===== config.mk =====
export PLATFORM = sky130hd
export DESIGN_NAME = dual_core_doorbell
export DESIGN_NICKNAME = d
export VERILOG_FILES = /design/src/rtl/doorbell_pkg.sv /design/src/rtl/doorbell_ctrl.sv /design/src/rtl/doorbell_bank.sv /design/src/rtl/doorbell_datapath.sv /design/src/rtl/dual_core_doorbell.sv
export SDC_FILE = /design/constraint.sdc
export NUM_CORES = 1
export LEC_CHECK = 0
export ABC_AREA = 1
export CORE_UTILIZATION = 30
export DETAILED_ROUTE_END_ITERATION = 6
export DONT_BUFFER_PORTS = 1
export PLACE_DENSITY = 0.42
export SKIP_CTS_REPAIR_TIMING = 1
export SYNTH_ARGS = -nofsm -noshare
export SYNTH_HDL_FRONTEND = slang
export SYNTH_SLANG_ARGS = --single-unit
export TNS_END_PERCENT = 1

===== constraint.sdc =====
create_clock -name clk -period 1.2 [get_ports clk]
set_input_delay 0.24 -clock clk [delete_from_list [all_inputs] [get_ports clk]]
set_output_delay 0.24 -clock clk [all_outputs]
set_load 0.005 [all_outputs]

===== src/rtl/doorbell_pkg.sv =====
`timescale 1ns/1ps
package doorbell_pkg;

  // register offsets; software depends on these positions
  localparam int OFS_CTL    = 0;
  localparam int OFS_MASK   = 1;
  localparam int OFS_ACT    = 2;
  localparam int OFS_OUTSTS = 3;
  localparam int OFS_INSTS  = 4;

  // control register bit positions
  localparam int CTL_RX_EN = 0;
  localparam int CTL_TX_EN = 1;

  typedef enum logic [2:0] {
    SEL_NONE = 3'd0,
    SEL_CTL  = 3'd1,
    SEL_MASK = 3'd2,
    SEL_OUT  = 3'd3,
    SEL_IN   = 3'd4
  } rdSel_t;

  // strobes from the decode control to one register bank
  typedef struct packed {
    logic   ctlWr;
    logic   maskWr;
    logic   actWr;
    rdSel_t rdSel;
  } regStrobe_t;

endpackage


===== src/rtl/doorbell_ctrl.sv =====
`timescale 1ns/1ps
module doorbell_ctrl
  import doorbell_pkg::*;
#(
  parameter int ADDR_W = 3
) (
  input  logic              we,
  input  logic [ADDR_W-1:0] addr,
  output regStrobe_t        strb
);

  localparam logic [ADDR_W-1:0] A_CTL  = ADDR_W'(OFS_CTL);
  localparam logic [ADDR_W-1:0] A_MASK = ADDR_W'(OFS_MASK);
  localparam logic [ADDR_W-1:0] A_ACT  = ADDR_W'(OFS_ACT);
  localparam logic [ADDR_W-1:0] A_OUT  = ADDR_W'(OFS_OUTSTS);
  localparam logic [ADDR_W-1:0] A_IN   = ADDR_W'(OFS_INSTS);

  always_comb begin
    strb        = '0;
    strb.rdSel  = SEL_NONE;
    if (addr == A_CTL) begin
      strb.ctlWr = we;
      strb.rdSel = SEL_CTL;
    end else if (addr == A_MASK) begin
      strb.maskWr = we;
      strb.rdSel  = SEL_MASK;
    end else if (addr == A_ACT) begin
      // action register is write-only, reads return zero
      strb.actWr = we;
    end else if (addr == A_OUT) begin
      strb.rdSel = SEL_OUT;
    end else if (addr == A_IN) begin
      strb.rdSel = SEL_IN;
    end
  end

endmodule


===== src/rtl/doorbell_bank.sv =====
`timescale 1ns/1ps
module doorbell_bank
  import doorbell_pkg::*;
#(
  parameter int NUM_CH = 6,
  parameter int DATA_W = 32,
  parameter int TX_LSB = 16
) (
  input  logic              clk,
  input  logic              rst_n,
  input  regStrobe_t        strb,
  input  logic [DATA_W-1:0] wdata,
  input  logic [NUM_CH-1:0] outFlags,
  input  logic [NUM_CH-1:0] inFlags,
  output logic [NUM_CH-1:0] setReq,
  output logic [NUM_CH-1:0] clrReq,
  output logic [DATA_W-1:0] rdata,
  output logic              rxIrq,
  output logic              txIrq
);

  localparam int RX_LSB = 0;

  logic              rxEn;
  logic              txEn;
  logic [NUM_CH-1:0] rxMask;
  logic [NUM_CH-1:0] txMask;
  logic [NUM_CH-1:0] rxLive;
  logic [NUM_CH-1:0] txLive;

  // write-one-to-act requests toward the shared flag store
  assign setReq = strb.actWr ? wdata[TX_LSB +: NUM_CH] : '0;
  assign clrReq = strb.actWr ? wdata[RX_LSB +: NUM_CH] : '0;

  always_ff @(posedge clk) begin
    if (!rst_n) begin
      rxEn   <= 1'b0;
      txEn   <= 1'b0;
      rxMask <= '1;
      txMask <= '1;
    end else begin
      if (strb.ctlWr) begin
        rxEn <= wdata[CTL_RX_EN];
        txEn <= wdata[CTL_TX_EN];
      end
      if (strb.maskWr) begin
        rxMask <= wdata[RX_LSB +: NUM_CH];
        txMask <= wdata[TX_LSB +: NUM_CH];
      end
    end
  end

  // per-channel interrupt contributions
  genvar ch;
  generate
    for (ch = 0; ch < NUM_CH; ch++) begin : g_live
      assign rxLive[ch] = inFlags[ch] & ~rxMask[ch];
      assign txLive[ch] = ~outFlags[ch] & ~txMask[ch];
    end
  endgenerate

  always_ff @(posedge clk) begin
    if (!rst_n) begin
      rxIrq <= 1'b0;
      txIrq <= 1'b0;
    end else begin
      rxIrq <= rxEn & (|rxLive);
      txIrq <= txEn & (|txLive);
    end
  end

  always_comb begin
    rdata = '0;
    unique case (strb.rdSel)
      SEL_CTL: begin
        rdata[CTL_RX_EN] = rxEn;
        rdata[CTL_TX_EN] = txEn;
      end
      SEL_MASK: begin
        rdata[RX_LSB +: NUM_CH] = rxMask;
        rdata[TX_LSB +: NUM_CH] = txMask;
      end
      SEL_OUT:  rdata[NUM_CH-1:0] = outFlags;
      SEL_IN:   rdata[NUM_CH-1:0] = inFlags;
      default:  rdata = '0;
    endcase
  end

endmodule


===== src/rtl/doorbell_datapath.sv =====
`timescale 1ns/1ps
module doorbell_datapath
  import doorbell_pkg::*;
#(
  parameter int NUM_CH = 6,
  parameter int DATA_W = 32,
  parameter int TX_LSB = 16
) (
  input  logic                        clk,
  input  logic                        rst_n,
  input  regStrobe_t [1:0]            strb,
  input  logic [1:0][DATA_W-1:0]      wdata,
  output logic [1:0][DATA_W-1:0]      rdata,
  output logic [1:0]                  rxIrq,
  output logic [1:0]                  txIrq,
  output logic [1:0][NUM_CH-1:0]      outFlags
);

  localparam int SIDES = 2;

  logic [SIDES-1:0][NUM_CH-1:0] setReq;
  logic [SIDES-1:0][NUM_CH-1:0] clrReq;

  // outFlags[s] is owned (set) by side s and cleared by the other side;
  // a set in the same cycle as a clear leaves the lane busy
  always_ff @(posedge clk) begin
    if (!rst_n) begin
      outFlags <= '0;
    end else begin
      for (int s = 0; s < SIDES; s++) begin
        outFlags[s] <= (outFlags[s] & ~clrReq[SIDES-1-s]) | setReq[s];
      end
    end
  end

  genvar sd;
  generate
    for (sd = 0; sd < SIDES; sd++) begin : g_side
      doorbell_bank #(
        .NUM_CH (NUM_CH),
        .DATA_W (DATA_W),
        .TX_LSB (TX_LSB)
      ) u_bank (
        .clk      (clk),
        .rst_n    (rst_n),
        .strb     (strb[sd]),
        .wdata    (wdata[sd]),
        .outFlags (outFlags[sd]),
        .inFlags  (outFlags[SIDES-1-sd]),
        .setReq   (setReq[sd]),
        .clrReq   (clrReq[sd]),
        .rdata    (rdata[sd]),
        .rxIrq    (rxIrq[sd]),
        .txIrq    (txIrq[sd])
      );
    end
  endgenerate

endmodule


===== src/rtl/dual_core_doorbell.sv =====
`timescale 1ns/1ps
module dual_core_doorbell
  import doorbell_pkg::*;
#(
  parameter int NUM_CH = 6,
  parameter int ADDR_W = 3,
  parameter int DATA_W = 32,
  parameter int TX_LSB = 16
) (
  input  logic              clk,
  input  logic              rst_n,
  input  logic              p1We,
  input  logic [ADDR_W-1:0] p1Addr,
  input  logic [DATA_W-1:0] p1Wdata,
  output logic [DATA_W-1:0] p1Rdata,
  output logic              p1RxIrq,
  output logic              p1TxIrq,
  input  logic              p2We,
  input  logic [ADDR_W-1:0] p2Addr,
  input  logic [DATA_W-1:0] p2Wdata,
  output logic [DATA_W-1:0] p2Rdata,
  output logic              p2RxIrq,
  output logic              p2TxIrq
);

  logic [1:0]              weV;
  logic [1:0][ADDR_W-1:0]  addrV;
  logic [1:0][DATA_W-1:0]  wdataV;
  logic [1:0][DATA_W-1:0]  rdataV;
  logic [1:0]              rxIrqV;
  logic [1:0]              txIrqV;
  logic [1:0][NUM_CH-1:0]  flagsV;
  regStrobe_t [1:0]        strbV;
  logic [NUM_CH-1:0]       fwdFlags;
  logic [NUM_CH-1:0]       revFlags;

  assign weV    = {p2We, p1We};
  assign addrV  = {p2Addr, p1Addr};
  assign wdataV = {p2Wdata, p1Wdata};

  genvar sd;
  generate
    for (sd = 0; sd < 2; sd++) begin : g_dec
      doorbell_ctrl #(.ADDR_W(ADDR_W)) u_ctrl (
        .we   (weV[sd]),
        .addr (addrV[sd]),
        .strb (strbV[sd])
      );
    end
  endgenerate

  doorbell_datapath #(
    .NUM_CH (NUM_CH),
    .DATA_W (DATA_W),
    .TX_LSB (TX_LSB)
  ) u_dp (
    .clk      (clk),
    .rst_n    (rst_n),
    .strb     (strbV),
    .wdata    (wdataV),
    .rdata    (rdataV),
    .rxIrq    (rxIrqV),
    .txIrq    (txIrqV),
    .outFlags (flagsV)
  );

  assign fwdFlags = flagsV[0];
  assign revFlags = flagsV[1];
  assign p1Rdata  = rdataV[0];
  assign p2Rdata  = rdataV[1];
  assign p1RxIrq  = rxIrqV[0];
  assign p2RxIrq  = rxIrqV[1];
  assign p1TxIrq  = txIrqV[0];
  assign p2TxIrq  = txIrqV[1];

endmodule


# Yosys cells after proc, flatten, opt, wreduce, memory -nomap -nowiden
# Index checks and enable logic that the tools add are counted.
totals:
  out_inout_bits: 68
  reg_bits: 44
  input_bits: 74
  wordCells: 136
op_classes:
  mux: 30
  n_reduce_logical: 6
  n_eq_ne: 16
  bitwise: 70
ops:
  columns: ["op", "n"]
  rows:
  - ["$mux W6", 6]
  - ["$not A1 Y1", 36]
  - ["$mux W3", 10]
  - ["$and A1 B1 Y1", 28]
  - ["$eq A3 B2 Y1 const B", 8]
  - ["$pmux W4 S3", 2]
  - ["$reduce_or A6 Y1", 4]
  - ["$pmux W2 S4", 2]
  - ["$and A6 B6 Y6", 2]
  - ["$eq A3 B1 Y1 const B", 4]
  - ["$eq A3 B3 Y1 const B", 4]
  - ["$not A6 Y6", 2]
  - ["$or A6 B6 Y6", 2]
  - ["$mux W1", 8]
  - ["$logic_not A3 Y1", 2]
  - ["$mux W2", 2]

# Longest topological paths before layout
depth:
  depth_word: 8
  ltp_mapped: 7
  mapped_depth_nobuf: 7

# Cells and area by module
# Synthesis repeated with hierarchy kept, for this count alone.
unflattened:
  cells_unflattened: 464
  area_unflattened_um2: 2945.3
by_module_without_submodules:
  columns: ["module", "area_per_inst_um2", "n_inst", "seq_area_each_um2", "cells_each"]
  rows:
  - ["doorbell_bank", 1167.4, 2, 320.3, 186]
  - ["doorbell_datapath", 488.0, 1, 240.2, 62]
  - ["doorbell_ctrl", 61.3, 2, 0.0, 15]

# Least setup slack after synthesis
# No wires, ideal clock.
synth_timing:
  path_kind: "input -> output"
  from: "input port p1Addr[0]"
  to: "output port p1Rdata[0]"
  arrival_time_ps: 826
  slack_ps: 134
  cell_stages: 3
  path_buffers: 0
  cell_sequence: "nor3_1 -> nand2_1 -> nand4_1"
synth_between:
  elab_chain_len: 8
synth_rtl:
  columns: ["item", "line", "source"]
  rows:
  - ["from (decl)", "dual_core_doorbell.sv:13", "input logic [ADDR_W-1:0] p1Addr,"]
  - ["$eq A3 B3 Y1", "doorbell_ctrl.sv:32", "end else if (addr == A_IN) begin"]
  - ["$mux W3", "doorbell_ctrl.sv:32", null]
  - ["$mux W3", "doorbell_ctrl.sv:30", "end else if (addr == A_OUT) begin"]
  - ["$mux W3", "doorbell_ctrl.sv:27", "end else if (addr == A_ACT) begin"]
  - ["$mux W3", "doorbell_ctrl.sv:24", "end else if (addr == A_MASK) begin"]
  - ["$mux W3 *", "doorbell_ctrl.sv:21", "if (addr == A_CTL) begin"]
  - ["$eq A3 B3 Y1, or another cell as far along", "doorbell_bank.sv:74", "unique case (strb.rdSel)"]
  - ["$pmux W2 S4 *", "doorbell_bank.sv:74", null]
  - ["to (decl)", "dual_core_doorbell.sv:15", "output logic [DATA_W-1:0] p1Rdata,"]
# Mark *: on every way between the ends. The rest lies on a longest branch, timed or not.

# Worst setup path after layout
layout_timing:
  from: "register u_dp.g_side[0].u_bank.rxMask[2]"
  to: "output port p1Rdata[2]"
layout_between:
  elab_chain_len: 1
layout_rtl:
  columns: ["item", "line", "source"]
  rows:
  - ["from (decl)", "doorbell_bank.sv:26", "logic [NUM_CH-1:0] rxMask;"]
  - ["from (signal assigned)", "doorbell_bank.sv:47", "rxMask <= wdata[RX_LSB +: NUM_CH];"]
  - ["$pmux W4 S3", "doorbell_bank.sv:74", null]
# No other way between the ends.

==> impl_results.html <==
<table>
<tr><th>Metric</th><th>Value</th></tr>
<tr><th colspan="2">Clocking</th></tr>
<tr><td>Clock latency reported for the late side of the worst-skew pair</td><td>0.31 ns</td></tr>
<tr><td>TritonCTS Sinks</td><td>44</td></tr>
<tr><td>Clock edge transition at the registers on the reported setup and hold paths</td><td>0.09 ns</td></tr>
<tr><td>Number of buffers added by the clock tree synthesis step</td><td>5</td></tr>
<tr><td>Clock tree from TritonCTS</td><td>yes</td></tr>
<tr><td>Clk root buf</td><td>sky130_fd_sc_hd__clkbuf_8</td></tr>
<tr><td>H-tree depth reported by CTS</td><td>2</td></tr>
<tr><td>Maximum buffer depth of the clock tree</td><td>2</td></tr>
<tr><th colspan="2">Synth</th></tr>
<tr><td>Number of standard cells after synthesis</td><td>between 300 and 400</td></tr>
<tr><td>Average cell area after synthesis</td><td>6.459 um2</td></tr>
<tr><td>Synthesized flop and latch total</td><td>44</td></tr>
<tr><td>Sequential share of the synthesized area</td><td>between 30% and 40%</td></tr>
<tr><td>Cell Area, Synth</td><td>2545 um2</td></tr>
<tr><td>Ranking of synthesized cells by area</td><td>sky130_fd_sc_hd__dfxtp_1, sky130_fd_sc_hd__nand2_1, sky130_fd_sc_hd__buf_4, sky130_fd_sc_hd__nand3_1, sky130_fd_sc_hd__inv_1</td></tr>
<tr><td>Cell type with the largest total area after synthesis</td><td>sky130_fd_sc_hd__dfxtp_1</td></tr>
<tr><td>Distinct cell type count of the synthesized netlist</td><td>19</td></tr>
<tr><td>Top-area cell type share of the netlist area</td><td>34.61%</td></tr>
<tr><td>Yosys warning count</td><td>0</td></tr>
<tr><th colspan="2">Timing</th></tr>
<tr><td>Peak Freq</td><td>0.8437 GHz</td></tr>
<tr><td>Period minus WS final</td><td>1.185 ns</td></tr>
<tr><td>Setup TNS Final</td><td>0 ns</td></tr>
<tr><td>Max Slew Vio Count</td><td>0</td></tr>
<tr><td>WHS</td><td>0.009145 ns</td></tr>
<tr><td>Setup repair after global routing missed its margin</td><td>true</td></tr>
<tr><td>Final setup violation count</td><td>0</td></tr>
<tr><td>Final hold violations</td><td>0</td></tr>
<tr><td>Period Utilization, post-route</td><td>around 100%</td></tr>
<tr><td>Maximum clock skew at final layout</td><td>between 0.006 and 0.007 ns</td></tr>
<tr><th colspan="2">Placement</th></tr>
<tr><td>Post-detailed-placement cell area</td><td>2577 um2</td></tr>
<tr><td>Count of input and output buffers</td><td>0</td></tr>
<tr><td>Routability-driven placement congestion ratio</td><td>0.8021</td></tr>
<tr><td>HPWL Detailed</td><td>5514 um</td></tr>
<tr><th colspan="2">Floorplanning</th></tr>
<tr><td>Placeable core area</td><td>about 8000 um2</td></tr>
<tr><td>Effective utilization at floorplan</td><td>30.97%</td></tr>
<tr><td>Die outline area</td><td>8856 um2</td></tr>
<tr><td>Overall die height</td><td>94.11 um</td></tr>
<tr><td>Standard-cell row count</td><td>33</td></tr>
<tr><td>I/O pin count</td><td>142</td></tr>
<tr><td>Die width</td><td>~94 um</td></tr>
<tr><th colspan="2">Pwr</th></tr>
<tr><td>Worst supply voltage drop on vdd</td><td>0.3468 mV</td></tr>
<tr><td>Leakage</td><td>approximately 1.4 nW</td></tr>
<tr><td>PnR Total Power</td><td>2.874 mW</td></tr>
<tr><td>Power per cell area</td><td>1050 nW/um2</td></tr>
<tr><th colspan="2">GRT</th></tr>
<tr><td>Antenna violations before repair</td><td>0</td></tr>
<tr><td>Largest net degree at the start of global routing</td><td>31</td></tr>
<tr><td>Via count of the first global-routing pass</td><td>about 2100</td></tr>
<tr><td>Global-route wire length before repair</td><td>11210 um</td></tr>
<tr><td>GR Util All Layers</td><td>between 15 and 20%</td></tr>
<tr><td>Congestion Overflow GR</td><td>0</td></tr>
<tr><th colspan="2">Worst hold path</th></tr>
<tr><td>Hold WC Path Type</td><td>input port to flip-flop</td></tr>
<tr><td>Source of the worst hold timing path</td><td>rst_n</td></tr>
<tr><th colspan="2">Detailed routing</th></tr>
<tr><td>Number of vias per cell after detailed routing</td><td>4.495</td></tr>
<tr><td>Drc violations</td><td>0</td></tr>
<tr><td>Iter 0 DRT Violations</td><td>69</td></tr>
<tr><td>First-pass iteration count of the detailed router</td><td>4</td></tr>
<tr><td>Via Count</td><td>roughly 2300</td></tr>
<tr><td>Average wire length per cell after detail routing</td><td>14.01 um</td></tr>
<tr><td>Antenna Nets Post-Route</td><td>0</td></tr>
<tr><td>Routed Wire Length</td><td>7159 um</td></tr>
<tr><th colspan="2">Status</th></tr>
<tr><td>Run status</td><td>finished clean</td></tr>
<tr><th colspan="2">Worst setup path</th></tr>
<tr><td>Reg2Reg Launch Point</td><td>u_dp.g_side[1].u_bank.rxMask[5]</td></tr>
<tr><td>Startpoint class of the critical path</td><td>flip-flop</td></tr>
<tr><td>Cell with the largest stage delay on the worst path</td><td>sky130_fd_sc_hd__dfxtp_2</td></tr>
<tr><td>Worst Path Required</td><td>roughly 0.96 ns</td></tr>
<tr><td>Endpoint arrival time on the critical path</td><td>~0.95 ns</td></tr>
<tr><td>Worst-path cell chain</td><td>inv_2, o211ai_1</td></tr>
<tr><td>Critical path endpoint category</td><td>primary output</td></tr>
<tr><td>Crit path launch</td><td>u_dp.g_side[0].u_bank.rxMask[2]</td></tr>
<tr><td>Path type of the worst setup path</td><td>flip-flop to primary output</td></tr>
<tr><td>Max Fanout on Critical Path</td><td>2</td></tr>
<tr><td>Worst path max stage delay</td><td>0.34 ns</td></tr>
<tr><th colspan="2">Finish</th></tr>
<tr><td>Area of all placed cells without fillers</td><td>2738 um2</td></tr>
<tr><td>Final Util</td><td>between 30% and 40%</td></tr>
<tr><td>Nets</td><td>479</td></tr>
<tr><td>Signed area change from the synthesized netlist to the final layout</td><td>7.571%</td></tr>
<tr><td>Count of inserted antenna diode cells</td><td>0</td></tr>
<tr><td>Fraction of final layout cells sized beyond drive strength 1</td><td>16.75%</td></tr>
<tr><th colspan="2">Run</th></tr>
<tr><td>Number of max-cap violations</td><td>0</td></tr>
</table>
-- path summary, 6_finish.rpt --
check | depth (start not counted) | slack [ns] | endpoint
worst max-delay path | 2 | 0.01 | p1Rdata[2]
worst min register to register | 2 | 0.46 | u_dp.g_side[1].u_bank.rxMask[3]
worst min-delay path | 1 | 0.009 | u_dp.g_side[1].u_bank.rxMask[4]
worst max register to register | 6 | 0.29 | u_dp.g_side[1].u_bank.rxIrq
-- cell families after synthesis --
kind of cell    Yosys count  share of synthesized area [%]
simple gates            227                          37.95
other cells               1                         0.1474
compound gates           25                          5.998
flops                    44                          34.61
buf+inv                  97                          21.29
-- layer usage --
layer  track usage (%)  vias to the layer above  wire (um)
met3             5.663                        6        595
met4             4.615                        0         70
met5                 0                        -          0
met2             26.70                       88       3243
li1                  -                     1186          -
met1             21.69                     1017       3249
-- Yosys cell counts (all sizes together) --
library cell and n:
dfxtp 44, nor2 39, nand4 6, a21oi 14, o211ai 11, clkbuf 3
nand3 57, inv 43, buf 51, conb 1, nor3 2, nand2 120
or2 3
-- through the flow --
step | setup WS, ns | std cells
finish | 0.01479 | 511
global route | -0.02653 | 511
CTS | -0.1112 | 510
detailed placement | 0.02244 | 502
global placement | 0.04243 | 502
floorplan | 0.1343 | 433
-- area by class of cell --
class,instances,area [um2]
Fill cell,950,5479
Multi-Input combinational cell,292,1286
Sequential cell,44,918.4
Inverter,43,161.4
Timing Repair Buffer,19,142.6
Tap cell,105,131.4
Clock buffer,6,82.58
Clock inverter,2,15.01
-- placed cells by master (no fill, tap or decap), types with 3 or more instances in the layout --
cell type | netlist | final
sky130_fd_sc_hd__dfxtp_2 | 0 | 18
sky130_fd_sc_hd__or2_2 | 3 | 3
sky130_fd_sc_hd__nand3_1 | 56 | 55
sky130_fd_sc_hd__inv_1 | 39 | 32
sky130_fd_sc_hd__clkbuf_8 | 0 | 6
sky130_fd_sc_hd__buf_4 | 43 | 19
sky130_fd_sc_hd__dfxtp_1 | 44 | 22
sky130_fd_sc_hd__a21oi_1 | 14 | 14
sky130_fd_sc_hd__dfxtp_4 | 0 | 4
sky130_fd_sc_hd__nand4_1 | 6 | 6
sky130_fd_sc_hd__inv_2 | 4 | 11
sky130_fd_sc_hd__nor2_1 | 38 | 38
sky130_fd_sc_hd__nand2_1 | 120 | 120
sky130_fd_sc_hd__conb_1 | 1 | 40
sky130_fd_sc_hd__o211ai_1 | 11 | 11
-- critical path, delay by kind of cell (launching register included) --
family | cells | cell delay (ns)
AOI/OAI and AO/OA | 1 | 0.26
DFF | 1 | 0.34
buffers and inverters | 1 | 0.04
-- sequential cells by signal, indices dropped and copies added, names as in the netlist --
signal / cells
u_dp.g_side.u_bank.txEn: 2
u_dp.g_side.u_bank.rxMask: 12
u_dp.g_side.u_bank.rxIrq: 2
u_dp.g_side.u_bank.rxEn: 2
u_dp.g_side.u_bank.txIrq: 2
u_dp.g_side.u_bank.txMask: 12
u_dp.outFlags: 12
-- power by group --
| group | switching (mW) | total, mW | internal, mW |
|---|---|---|---|
| registers | 0.0402 | 1.54 | 1.50 |
| logic | 0.196 | 0.302 | 0.107 |
| clock network | 0.567 | 1.03 | 0.467 |
(Power assumes the default switching activity.)
